## config.mk

```make
export PLATFORM = sky130hd
export DESIGN_NAME = coh_ctrl_top
export DESIGN_NICKNAME = d
export VERILOG_FILES = /design/src/rtl/coh_pkg.sv /design/src/rtl/coh_line_store.sv /design/src/rtl/coh_access_ctrl.sv /design/src/rtl/coh_ctrl_top.sv
export SDC_FILE = /design/constraint.sdc
export NUM_CORES = 1
export LEC_CHECK = 0
export ABC_AREA = 1
export BUFFER_PORTS_ARGS = -buffer_cell sky130_fd_sc_hd__buf_4
export CAP_MARGIN = 5
export CORE_ASPECT_RATIO = 1.5
export CORE_UTILIZATION = 35
export DETAILED_ROUTE_END_ITERATION = 10
export SETUP_SLACK_MARGIN = 0.15
export SYNTH_ARGS = -nofsm -noshare
export SYNTH_HDL_FRONTEND = slang
export SYNTH_SLANG_ARGS = --single-unit
```

## constraint.sdc

```tcl
create_clock -name clk -period 4.4 [get_ports clk]
set_input_delay 0.88 -clock clk [delete_from_list [all_inputs] [get_ports clk]]
set_output_delay 0.88 -clock clk [all_outputs]
set_load 0.02 [all_outputs]
```

## src/rtl/coh_pkg.sv

```systemverilog
`timescale 1ns/1ps
package coh_pkg;
  typedef enum logic [1:0] {
    ST_I = 2'd0,
    ST_S = 2'd1,
    ST_E = 2'd2,
    ST_M = 2'd3
  } lineState_t;

  typedef enum logic [1:0] {
    BUS_RD   = 2'd0,
    BUS_RDX  = 2'd1,
    BUS_UPGR = 2'd2,
    BUS_WB   = 2'd3
  } busCmd_t;

  localparam logic [1:0] SNP_RD  = 2'd0;
  localparam logic [1:0] SNP_RDX = 2'd1;
  localparam logic [1:0] SNP_INV = 2'd2;

  // strobes from the access control to the line store
  typedef struct packed {
    logic       fillEn;    // write tag and state of the processor set
    lineState_t fillState;
    logic       dropEn;    // mark the processor set Invalid
  } ctrlStrobe_t;
endpackage

```

## src/rtl/coh_line_store.sv

```systemverilog
`timescale 1ns/1ps
module coh_line_store
  import coh_pkg::*;
#(
  parameter int ADDR_W = 16,
  parameter int SET_W  = 4
) (
  input  logic              clk,
  input  logic              rstN,
  input  logic [ADDR_W-1:0] cpuAddr,
  input  ctrlStrobe_t       strb,
  input  logic              snpValid,
  input  logic [1:0]        snpCmd,
  input  logic [ADDR_W-1:0] snpAddr,
  output lineState_t        cpuSt,
  output logic [ADDR_W-SET_W-1:0] cpuTagQ,
  output logic              cpuHit,
  output logic              sameSet,
  output logic              snpShared,
  output logic              snpFlush
);
  localparam int TAG_W = ADDR_W - SET_W;
  localparam int SETS  = 1 << SET_W;

  lineState_t       stQ  [SETS];
  logic [TAG_W-1:0] tagQ [SETS];

  logic [SET_W-1:0] cpuSet, snpSet;
  logic [TAG_W-1:0] cpuTag, snpTag;
  lineState_t       snpSt, snpNext;
  logic             snpHit, snpWr;

  assign cpuSet = cpuAddr[SET_W-1:0];
  assign cpuTag = cpuAddr[ADDR_W-1:SET_W];
  assign snpSet = snpAddr[SET_W-1:0];
  assign snpTag = snpAddr[ADDR_W-1:SET_W];

  assign cpuSt   = stQ[cpuSet];
  assign cpuTagQ = tagQ[cpuSet];
  assign cpuHit  = (cpuSt != ST_I) && (cpuTagQ == cpuTag);
  assign sameSet = snpValid && (snpSet == cpuSet);

  assign snpSt  = stQ[snpSet];
  assign snpHit = snpValid && (snpSt != ST_I) && (tagQ[snpSet] == snpTag);

  // snoop-side next state
  always_comb begin
    snpWr     = 1'b0;
    snpNext   = snpSt;
    snpShared = 1'b0;
    snpFlush  = 1'b0;
    if (snpHit) begin
      case (snpCmd)
        SNP_RD: begin
          snpShared = 1'b1;
          snpFlush  = (snpSt == ST_M);
          if (snpSt != ST_S) begin
            snpWr   = 1'b1;
            snpNext = ST_S;
          end
        end
        SNP_RDX: begin
          snpFlush = (snpSt == ST_M);
          snpWr    = 1'b1;
          snpNext  = ST_I;
        end
        SNP_INV: begin
          snpWr   = 1'b1;
          snpNext = ST_I;
        end
        default: ;
      endcase
    end
  end

  // per-set storage; a snoop update wins over a processor-side write
  for (genvar g = 0; g < SETS; g++) begin : gSet
    always_ff @(posedge clk or negedge rstN) begin
      if (!rstN) begin
        stQ[g]  <= ST_I;
        tagQ[g] <= '0;
      end else if (snpWr && (snpSet == SET_W'(g))) begin
        stQ[g] <= snpNext;
      end else if ((cpuSet == SET_W'(g)) && (strb.fillEn || strb.dropEn)) begin
        stQ[g] <= strb.fillEn ? strb.fillState : ST_I;
        if (strb.fillEn) tagQ[g] <= cpuTag;
      end
    end
  end


  snp_rd_dirty_chk: assert property (@(posedge clk) disable iff (!rstN)
    (snpHit && snpCmd == SNP_RD && snpSt == ST_M) |=> stQ[$past(snpSet)] == ST_S);


  snp_kill_chk: assert property (@(posedge clk) disable iff (!rstN)
    (snpHit && (snpCmd == SNP_RDX || snpCmd == SNP_INV)) |=> stQ[$past(snpSet)] == ST_I);


  shared_resp_chk: assert property (@(posedge clk) disable iff (!rstN)
    snpShared |-> (snpValid && snpCmd == SNP_RD && snpSt != ST_I));


  snp_quiet_chk: assert property (@(posedge clk) disable iff (!rstN)
    (snpValid && snpCmd == 2'd3) |=> stQ[$past(snpSet)] == $past(snpSt));
endmodule

```

## src/rtl/coh_access_ctrl.sv

```systemverilog
`timescale 1ns/1ps
module coh_access_ctrl
  import coh_pkg::*;
(
  input  logic        clk,
  input  logic        rstN,
  input  logic        cpuValid,
  input  logic        cpuWrite,
  input  logic        cpuHit,
  input  lineState_t  cpuSt,
  input  logic        sameSet,
  input  logic        busAck,
  input  logic        busShared,
  output ctrlStrobe_t strb,
  output logic        cpuDone,
  output logic        busReqValid,
  output busCmd_t     busCmd,
  output logic        useVictim
);
  logic quickHit, needUpgr, dirtyVictim;

  assign quickHit    = cpuHit && (!cpuWrite || cpuSt != ST_S);
  assign needUpgr    = cpuHit && cpuWrite && (cpuSt == ST_S);
  assign dirtyVictim = !cpuHit && (cpuSt == ST_M);

  // request chosen from the present line state every cycle
  always_comb begin
    strb        = '{fillEn: 1'b0, fillState: ST_I, dropEn: 1'b0};
    cpuDone     = 1'b0;
    busReqValid = 1'b0;
    busCmd      = BUS_RD;
    useVictim   = 1'b0;
    if (cpuValid && !sameSet) begin
      if (quickHit) begin
        cpuDone = 1'b1;
        if (cpuWrite && cpuSt == ST_E) begin
          strb.fillEn    = 1'b1;
          strb.fillState = ST_M;
        end
      end else if (needUpgr) begin
        busReqValid = 1'b1;
        busCmd      = BUS_UPGR;
        if (busAck) begin
          strb.fillEn    = 1'b1;
          strb.fillState = ST_M;
          cpuDone        = 1'b1;
        end
      end else if (dirtyVictim) begin
        busReqValid = 1'b1;
        busCmd      = BUS_WB;
        useVictim   = 1'b1;
        if (busAck) strb.dropEn = 1'b1;
      end else begin
        busReqValid = 1'b1;
        busCmd      = cpuWrite ? BUS_RDX : BUS_RD;
        if (busAck) begin
          strb.fillEn    = 1'b1;
          strb.fillState = cpuWrite ? ST_M : (busShared ? ST_S : ST_E);
          cpuDone        = 1'b1;
        end
      end
    end
  end


  done_quiet_chk: assert property (@(posedge clk) disable iff (!rstN)
    cpuDone |-> (!busReqValid || busAck));


  same_set_stall_chk: assert property (@(posedge clk) disable iff (!rstN)
    (cpuValid && sameSet) |-> (!cpuDone && !busReqValid));


  wb_then_fill_chk: assert property (@(posedge clk) disable iff (!rstN)
    (busReqValid && busCmd == BUS_WB && busAck && cpuValid) |-> !cpuDone);


  upgr_hit_chk: assert property (@(posedge clk) disable iff (!rstN)
    (busReqValid && busCmd == BUS_UPGR) |-> (cpuHit && cpuSt == ST_S));
endmodule

```

## src/rtl/coh_ctrl_top.sv

```systemverilog
`timescale 1ns/1ps
module coh_ctrl_top
  import coh_pkg::*;
#(
  parameter int ADDR_W = 16,
  parameter int SET_W  = 4
) (
  input  logic              clk,
  input  logic              rstN,
  input  logic              cpuValid,
  input  logic              cpuWrite,
  input  logic [ADDR_W-1:0] cpuAddr,
  output logic              cpuHit,
  output logic              cpuDone,
  output logic              busReqValid,
  output logic [1:0]        busReqCmd,
  output logic [ADDR_W-1:0] busReqAddr,
  input  logic              busAck,
  input  logic              busShared,
  input  logic              snpValid,
  input  logic [1:0]        snpCmd,
  input  logic [ADDR_W-1:0] snpAddr,
  output logic              snpShared,
  output logic              snpFlush
);
  localparam int TAG_W = ADDR_W - SET_W;

  ctrlStrobe_t      strb;
  lineState_t       cpuSt;
  logic [TAG_W-1:0] cpuTagQ;
  logic             sameSet, useVictim;
  busCmd_t          busCmd;

  coh_line_store #(.ADDR_W(ADDR_W), .SET_W(SET_W)) uStore (
    .clk(clk), .rstN(rstN), .cpuAddr(cpuAddr), .strb(strb),
    .snpValid(snpValid), .snpCmd(snpCmd), .snpAddr(snpAddr),
    .cpuSt(cpuSt), .cpuTagQ(cpuTagQ), .cpuHit(cpuHit), .sameSet(sameSet),
    .snpShared(snpShared), .snpFlush(snpFlush)
  );

  coh_access_ctrl uCtrl (
    .clk(clk), .rstN(rstN), .cpuValid(cpuValid), .cpuWrite(cpuWrite),
    .cpuHit(cpuHit), .cpuSt(cpuSt), .sameSet(sameSet),
    .busAck(busAck), .busShared(busShared), .strb(strb),
    .cpuDone(cpuDone), .busReqValid(busReqValid), .busCmd(busCmd),
    .useVictim(useVictim)
  );

  assign busReqCmd  = busCmd;
  assign busReqAddr = useVictim ? {cpuTagQ, cpuAddr[SET_W-1:0]} : cpuAddr;


  reset_quiet_chk: assert property (@(posedge clk) disable iff (!rstN)
    $rose(rstN) |-> !snpShared && !snpFlush && !cpuHit);
endmodule

```

==> flow_metrics.tcl, run 1 <==
set metrics [dict create \
    status "finished, final reports clean" \
    gp_congestion 0.960 \
    ios 64 \
    cp-startpoint "cpuAddr[0]" \
    clock-root-buffer "clkbuf_16" \
    regArea_um2 5610 \
    fin_skew_ps 24.7 \
    die_w_um 167 \
    num_vias 15400 \
    switching_share 0.333 \
    setup_viol 0 \
    drt-initial-drc-count 1800 \
    placed_cells 2692 \
    synthCells 2132 \
    reg2reg_from "uStore.tagQ[51]" \
    cts_tree "built" \
    combPwrFrac 0.246 \
    h-tree-depth 1 \
    slowest_stage "nor2_1" \
    synth-seq-cells 224 \
    track_usage 0.269 \
    avgSynthCellArea_um2 6.68 \
    critical_path_class "in2out" \
    crit_chain "buf_12 > clkinv_8 > buf_12 > nor2_2 > buf_6 > buf_12 > a22oi_1 > a21oi_1 > or2_1 > nor2_1 > nor2_1 > nand2_4 > inv_4 > nand2_8 > clkbuf_16 > o21ai_0 > buf_4" \
    hold_viol_final 0 \
    grt-ovfl-total 0 \
    diodes 0 \
    p_clk_frac 0.342 \
    first_pass_iters 8 \
    clk_pin_slew_ps 60 \
    ys_warn_count 0 \
    clock-sinks 224 \
    start_util 0.354 \
    critPathMaxStageDelay_ps 290 \
    cp_max_fo 15 \
    syn-num-nets 2176 \
    layout.cells.non_filler 2766 \
    drive_gt1_frac 0.157 \
    multiInputGateArea_um2 7750 \
    clock_latency_ps 560 \
    io_buffers 63 \
    synth_seq_area_share 0.394 \
    core_um2 40200 \
    synth_area_um2 14200 \
    die-height_um 249 \
    fin_hold_ws_ps 406 \
    syn_to_final_growth_pct 24.0 \
    timing.final.crit_period_ps 4160 \
    crit_path_start_kind "input port" \
    rsz0062_at_grt "no" \
    arrival_ps 3280 \
    maxCapViolations 0 \
    fmax_ghz 0.241 \
    ys_types 40 \
    pwr-share-seq 0.412 \
    fill_cells 4094 \
    hold_path_class "in2async" \
    p_leak_nw 9.02 \
    viasPerCell 5.56 \
    pwr_density_cell_nw_per_um2 376 \
    crit_top_cell "buf_12" \
    grt_max_degree 113 \
    wirelength_mm 57.3 \
    intPower_mw 4.43 \
    fp.dieArea_um2 41500 \
    period_share 0.945 \
    mostFrequentLayoutCells "nand2_1 (1056), dfrtp_1 (224), buf_4 (150), o21ai_1 (134), o21ai_0 (86)" \
    grt_pass1_wl_mm 85.2 \
    clk_path_buf_depth 3 \
    antenna_left 0 \
    crit_path_end_kind "output port" \
    nets 2286 \
    drc_errors 0 \
    vdd_drop_max_mv 0.253 \
    final_common_cell "nand2_1" \
    slew_headroom 0.368 \
    required_ps 3520 \
    dpl.hpwl_mm 36.9 \
    rows 90 \
    antenna_found_initial 0 \
    cts_buffers 24 \
    avgRoutedWirePerCell_um 20.7 \
    slew_viol_final 0 \
    first_global_vias 14100 \
    power.switching_mw 2.21 \
    worst_pin_slew_ps 947 \
]
worst paths after layout:
kind,slack [ps],cells after the start,end
max,240,17,busReqAddr[11]
min,410,1,uStore.stQ[28]
max reg2reg,1250,25,uStore.tagQ[154]
min reg2reg,490,2,uStore.tagQ[67]
max in group asynchronous,3030,2,uStore.tagQ[184]
min in group clk,490,2,uStore.tagQ[67]
metal layers:
metal	part of all wire	track usage
met1	0.38	0.333
met2	0.48	0.445
met3	0.077	0.0357
met4	0.063	0.163
met5	0	0
through the flow:
step / power (mW) / area [µm²] / setup slack [ps] / utilization / TNS, ps
final: 6.64 / 17600 / 244 / 0.439 / 0
after global placement: 4.23 / 16000 / -54.3 / 0.399 / -497
after global routing: 6.97 / 17600 / 115 / 0.439 / 0
after detailed placement: 4.27 / 16000 / -112 / 0.399 / -1100
after CTS: 6.58 / 17100 / 150 / 0.426 / 0
after floorplan: 3.65 / 14200 / 422 / - / 0
kinds of logic after synthesis:
family / count (synthesis) / synth area share
AO/OA/AOI/OAI: 334 / 0.136
flip-flops: 224 / 0.394
AND/OR/NAND/NOR: 1347 / 0.390
adder cells (fa/ha/maj): 3 / 0.00264
buffers and inverters: 222 / 0.0759
XOR/XNOR: 2 / 0.00123
registers in the layout, indices dropped and copies added, names as in the netlist:
name / flops
uStore.tagQ: 192
uStore.stQ: 32
cells in the mapped netlist:
library cell | number | share of area
nor2_4 | 1 | 0.00079
o2111ai_1 | 2 | 0.0012
nand3_4 | 10 | 0.012
clkbuf_2 | 2 | 0.00070
clkbuf_1 | 46 | 0.012
xnor2_1 | 2 | 0.0012
buf_12 | 1 | 0.0014
nand3_2 | 8 | 0.0056
o31ai_1 | 1 | 0.00053
inv_1 | 79 | 0.021
o211ai_1 | 1 | 0.00053
o21ai_0 | 93 | 0.033
o21bai_1 | 5 | 0.0026
a21oi_1 | 13 | 0.0046
ha_1 | 3 | 0.0026
nor2_1 | 95 | 0.025
nand4_2 | 1 | 0.00088
o21ai_2 | 16 | 0.0098
nand3b_1 | 1 | 0.00053
clkinv_1 | 3 | 0.00079
buf_4 | 17 | 0.0090
nand2_1 | 1075 | 0.28
o21ai_1 | 130 | 0.046
buf_1 | 7 | 0.0018
a22oi_1 | 69 | 0.036
nand4_1 | 63 | 0.028
buf_2 | 40 | 0.014
o22ai_1 | 2 | 0.00088
dfrtp_1 | 224 | 0.39
or2_1 | 2 | 0.00088
inv_4 | 1 | 0.00044
nor2_2 | 7 | 0.0031
nor3_1 | 9 | 0.0032
inv_2 | 11 | 0.0029
o21a_1 | 1 | 0.00053
nor4_1 | 1 | 0.00044
o2111a_1 | 1 | 0.00079
nand2_2 | 1 | 0.00044
nand3_1 | 73 | 0.026
buf_6 | 15 | 0.012
cell type report:
cell class | instances | share of cell area
well taps | 506 | 0.0359
inverters | 94 | 0.0216
clock inverters | 8 | 0.00667
multi-input cells | 1686 | 0.439
flip-flops and latches | 224 | 0.318
repair buffers | 212 | 0.136
clock buffers | 36 | 0.0429
worst max-delay path: cells and delay by family:
family | cells | cell delay [ps]
buffers and inverters | 8 | 1100
AO/OA/AOI/OAI | 3 | 450
AND/OR/NAND/NOR | 6 | 800
power groups by stage:
stage / combinational [mW] / clock [mW] / sequential [mW]
after floorplan: 0.985 / 0 / 2.67
after global placement: 1.49 / 0 / 2.75
after detailed placement: 1.51 / 0 / 2.76
after CTS: 1.55 / 2.30 / 2.72
after global routing: 1.81 / 2.37 / 2.78
final: 1.63 / 2.27 / 2.74
timing repair:
item	CTS	global route
gates resized for setup	23	65
endpoints found under the setup margin	15	19
pin swaps	3	18
gates cloned	4	8
buffers inserted	2	16
hold buffers	0	0
Note: power is estimated with default switching activity, not from simulation.
==> run 2, diff against run 1 <==
--- a/config.mk
+++ b/config.mk
@@ -11,6 +11,7 @@
 export CORE_ASPECT_RATIO = 1.5
 export CORE_UTILIZATION = 35
 export DETAILED_ROUTE_END_ITERATION = 10
+export PLACE_DENSITY = 0.58
 export SETUP_SLACK_MARGIN = 0.15
 export SYNTH_ARGS = -nofsm -noshare
 export SYNTH_HDL_FRONTEND = slang
==> run 2 against run 1 <==
  * Sequential share of layout area grew 0.72 points
  * Clock skew up 11 ps
  * Critical path type unchanged
  * Via count shrank 1.0%
  * Flip-flop and latch count did not move
  * Fmax is 0.91% lower
  * Setup slack worse by 38 ps
  * Worst hold slack improved by 12 ps
  * Cell area is 2.2% lower
==> flow_metrics.tcl, run 2 (same netlist as run 1, synthesis figures left out) <==
set metrics [dict create \
    status "finished, final reports clean" \
    die-height_um 249 \
    rows 90 \
    regMostFlops "uStore.tagQ" \
    nets 2281 \
    ff2ff_setup_slack_ps 1180 \
    pwr-share-seq 0.432 \
    required_ps 3520 \
    drive_gt1_frac 0.150 \
    wl_met2_mm 27.3 \
    worst_pin_slew_ps 1050 \
    viasPerCell 5.51 \
    grt_max_degree 126 \
    first_pass_iters 9 \
    hold_path_class "in2async" \
    layout.cells.non_filler 2759 \
    cp_max_fo 6 \
    hold_buffers 0 \
    pwr_density_cell_nw_per_um2 368 \
    maxCapViolations 0 \
    timing.final.crit_period_ps 4190 \
    combPwrFrac 0.252 \
    switching_share 0.348 \
    grt_pass1_wl_mm 85.1 \
    avgRoutedWirePerCell_um 20.7 \
    diodes 0 \
    period_share 0.953 \
    largest_reg_flops 192 \
    h-tree-depth 1 \
    vdd_drop_max_mv 0.246 \
    track_usage 0.269 \
    arrival_ps 3310 \
    clock_latency_ps 570 \
    start_util 0.354 \
    core_um2 40200 \
    clock-root-buffer "clkbuf_16" \
    top_regs "uStore.tagQ x192, uStore.stQ x32" \
    setup_viol 0 \
    clk_pin_slew_ps 70 \
    power.switching_mw 2.21 \
    final_common_cell "nand2_1" \
    cts_tree "built" \
    placed_cells 2696 \
    die_w_um 167 \
    top_layer "met4" \
    p_leak_nw 8.84 \
    dpl_worst_slack_ps -162 \
    clock-sinks 224 \
    wirelength_mm 57.2 \
    cts_buffers 25 \
    first_global_vias 14300 \
    clk_path_buf_depth 3 \
    antenna_found_initial 0 \
    mostFrequentLayoutCells "nand2_1 (1061), dfrtp_1 (224), buf_4 (155), o21ai_1 (134), o21ai_0 (89)" \
    drt-initial-drc-count 1510 \
    wl_met3_mm 4.35 \
    fmax_ghz 0.238 \
    rsz0062_at_grt "no" \
    antenna_left 0 \
    io_buffers 63 \
    worst_slack_ps 206 \
    slew_headroom 0.301 \
    intPower_mw 4.14 \
    drc_errors 0 \
    slew_viol_final 0 \
    fin_skew_ps 35.3 \
    dpl.hpwl_mm 37.5 \
    critical_path_class "in2out" \
    gp_congestion 0.927 \
    crit_path_end_kind "output port" \
    p_clk_frac 0.317 \
    grt-ovfl-total 0 \
    drt-met1-wl_mm 21.8 \
    crit_path_start_kind "input port" \
    fill_cells 4116 \
    hold_viol_final 0 \
    syn_to_final_growth_pct 21.2 \
    fp.dieArea_um2 41500 \
    num_vias 15200 \
    ios 64 \
]
[run 2: changes by cell type in the layout (fill, tap and decap cells not counted), sizes merged]
cell	previous run	this run
clkinv	8	11
buf	204	198
inv	89	93
bufinv	3	0
clkbuf	43	38
[run 2: cell type report]
class | instances | area, µm² | area share
clock buffers | 31 | 678 | 0.0393
clock inverters | 12 | 72.6 | 0.00421
inverters | 94 | 370 | 0.0215
multi-input cells | 1686 | 7690 | 0.446
flip-flops and latches | 224 | 5610 | 0.325
well taps | 506 | 633 | 0.0367
repair buffers | 206 | 2200 | 0.128
[run 2: per-layer routing]
metal / up-vias / track usage
met4: 0 / 0.158
met3: 200 / 0.0327
li1: 7104 / -
met1: 7158 / 0.325
met2: 752 / 0.457
met5: - / 0
[run 2: what timing repair did]
| item | in CTS | in global routing |
|---|---|---|
| pin swaps | 1 | 15 |
| setup endpoints to repair | 15 | 18 |
| buffers inserted | 0 | 12 |
| gates cloned | 1 | 7 |
| endpoints found under the hold margin | 0 | 0 |
| resized for setup | 8 | 54 |
[run 2: critical path, stage by stage]
cell       delay (ps)
buf_12            110
inv_8              60
clkbuf_16         180
clkbuf_16         170
nand2_1            60
nand2_1            50
nand2_1            50
nand2_1            50
nand2_1            50
nand2_1           120
nor2_4            130
nor2_2             50
nor2_2            170
nand2_1            90
nor2_2            140
nand3_2           150
nand2_2           150
inv_4              60
nand2_8           130
buf_8             140
nand2_1            50
o21ai_1            80
buf_4             160
[run 2: power by group through the flow]
stage               logic, mW  registers [mW]  clock network [mW]
floorplan               0.985            2.67                   0
global placement         1.48            2.75                   0
detailed placement       1.51            2.76                   0
CTS                      1.53            2.73                2.05
global route             1.79            2.78                2.13
finish                   1.60            2.74                2.01
[run 2: final timing paths]
kind / from / end / depth (start not counted)
worst max register to register: uStore.tagQ[87] / uStore.tagQ[142] / 23
max in group asynchronous: rstN / uStore.tagQ[157] / 2
worst min register to register: uStore.tagQ[67] / uStore.tagQ[67] / 2
min in group clk: uStore.tagQ[67] / uStore.tagQ[67] / 2
worst min-delay path: rstN / uStore.stQ[13] / 1
worst max-delay path: cpuAddr[0] / busReqAddr[14] / 23
[run 2: through the flow]
stage	total power, mW	hold slack, ps	cell area [µm²]	TNS [ps]	util
CTS	6.30	483	16800	0	0.418
detailed placement	4.27	482	16000	-1580	0.398
global route	6.69	501	17300	0	0.429
floorplan	3.65	453	14200	0	-
global placement	4.23	469	16000	-607	0.398
finish	6.35	418	17300	0	0.429
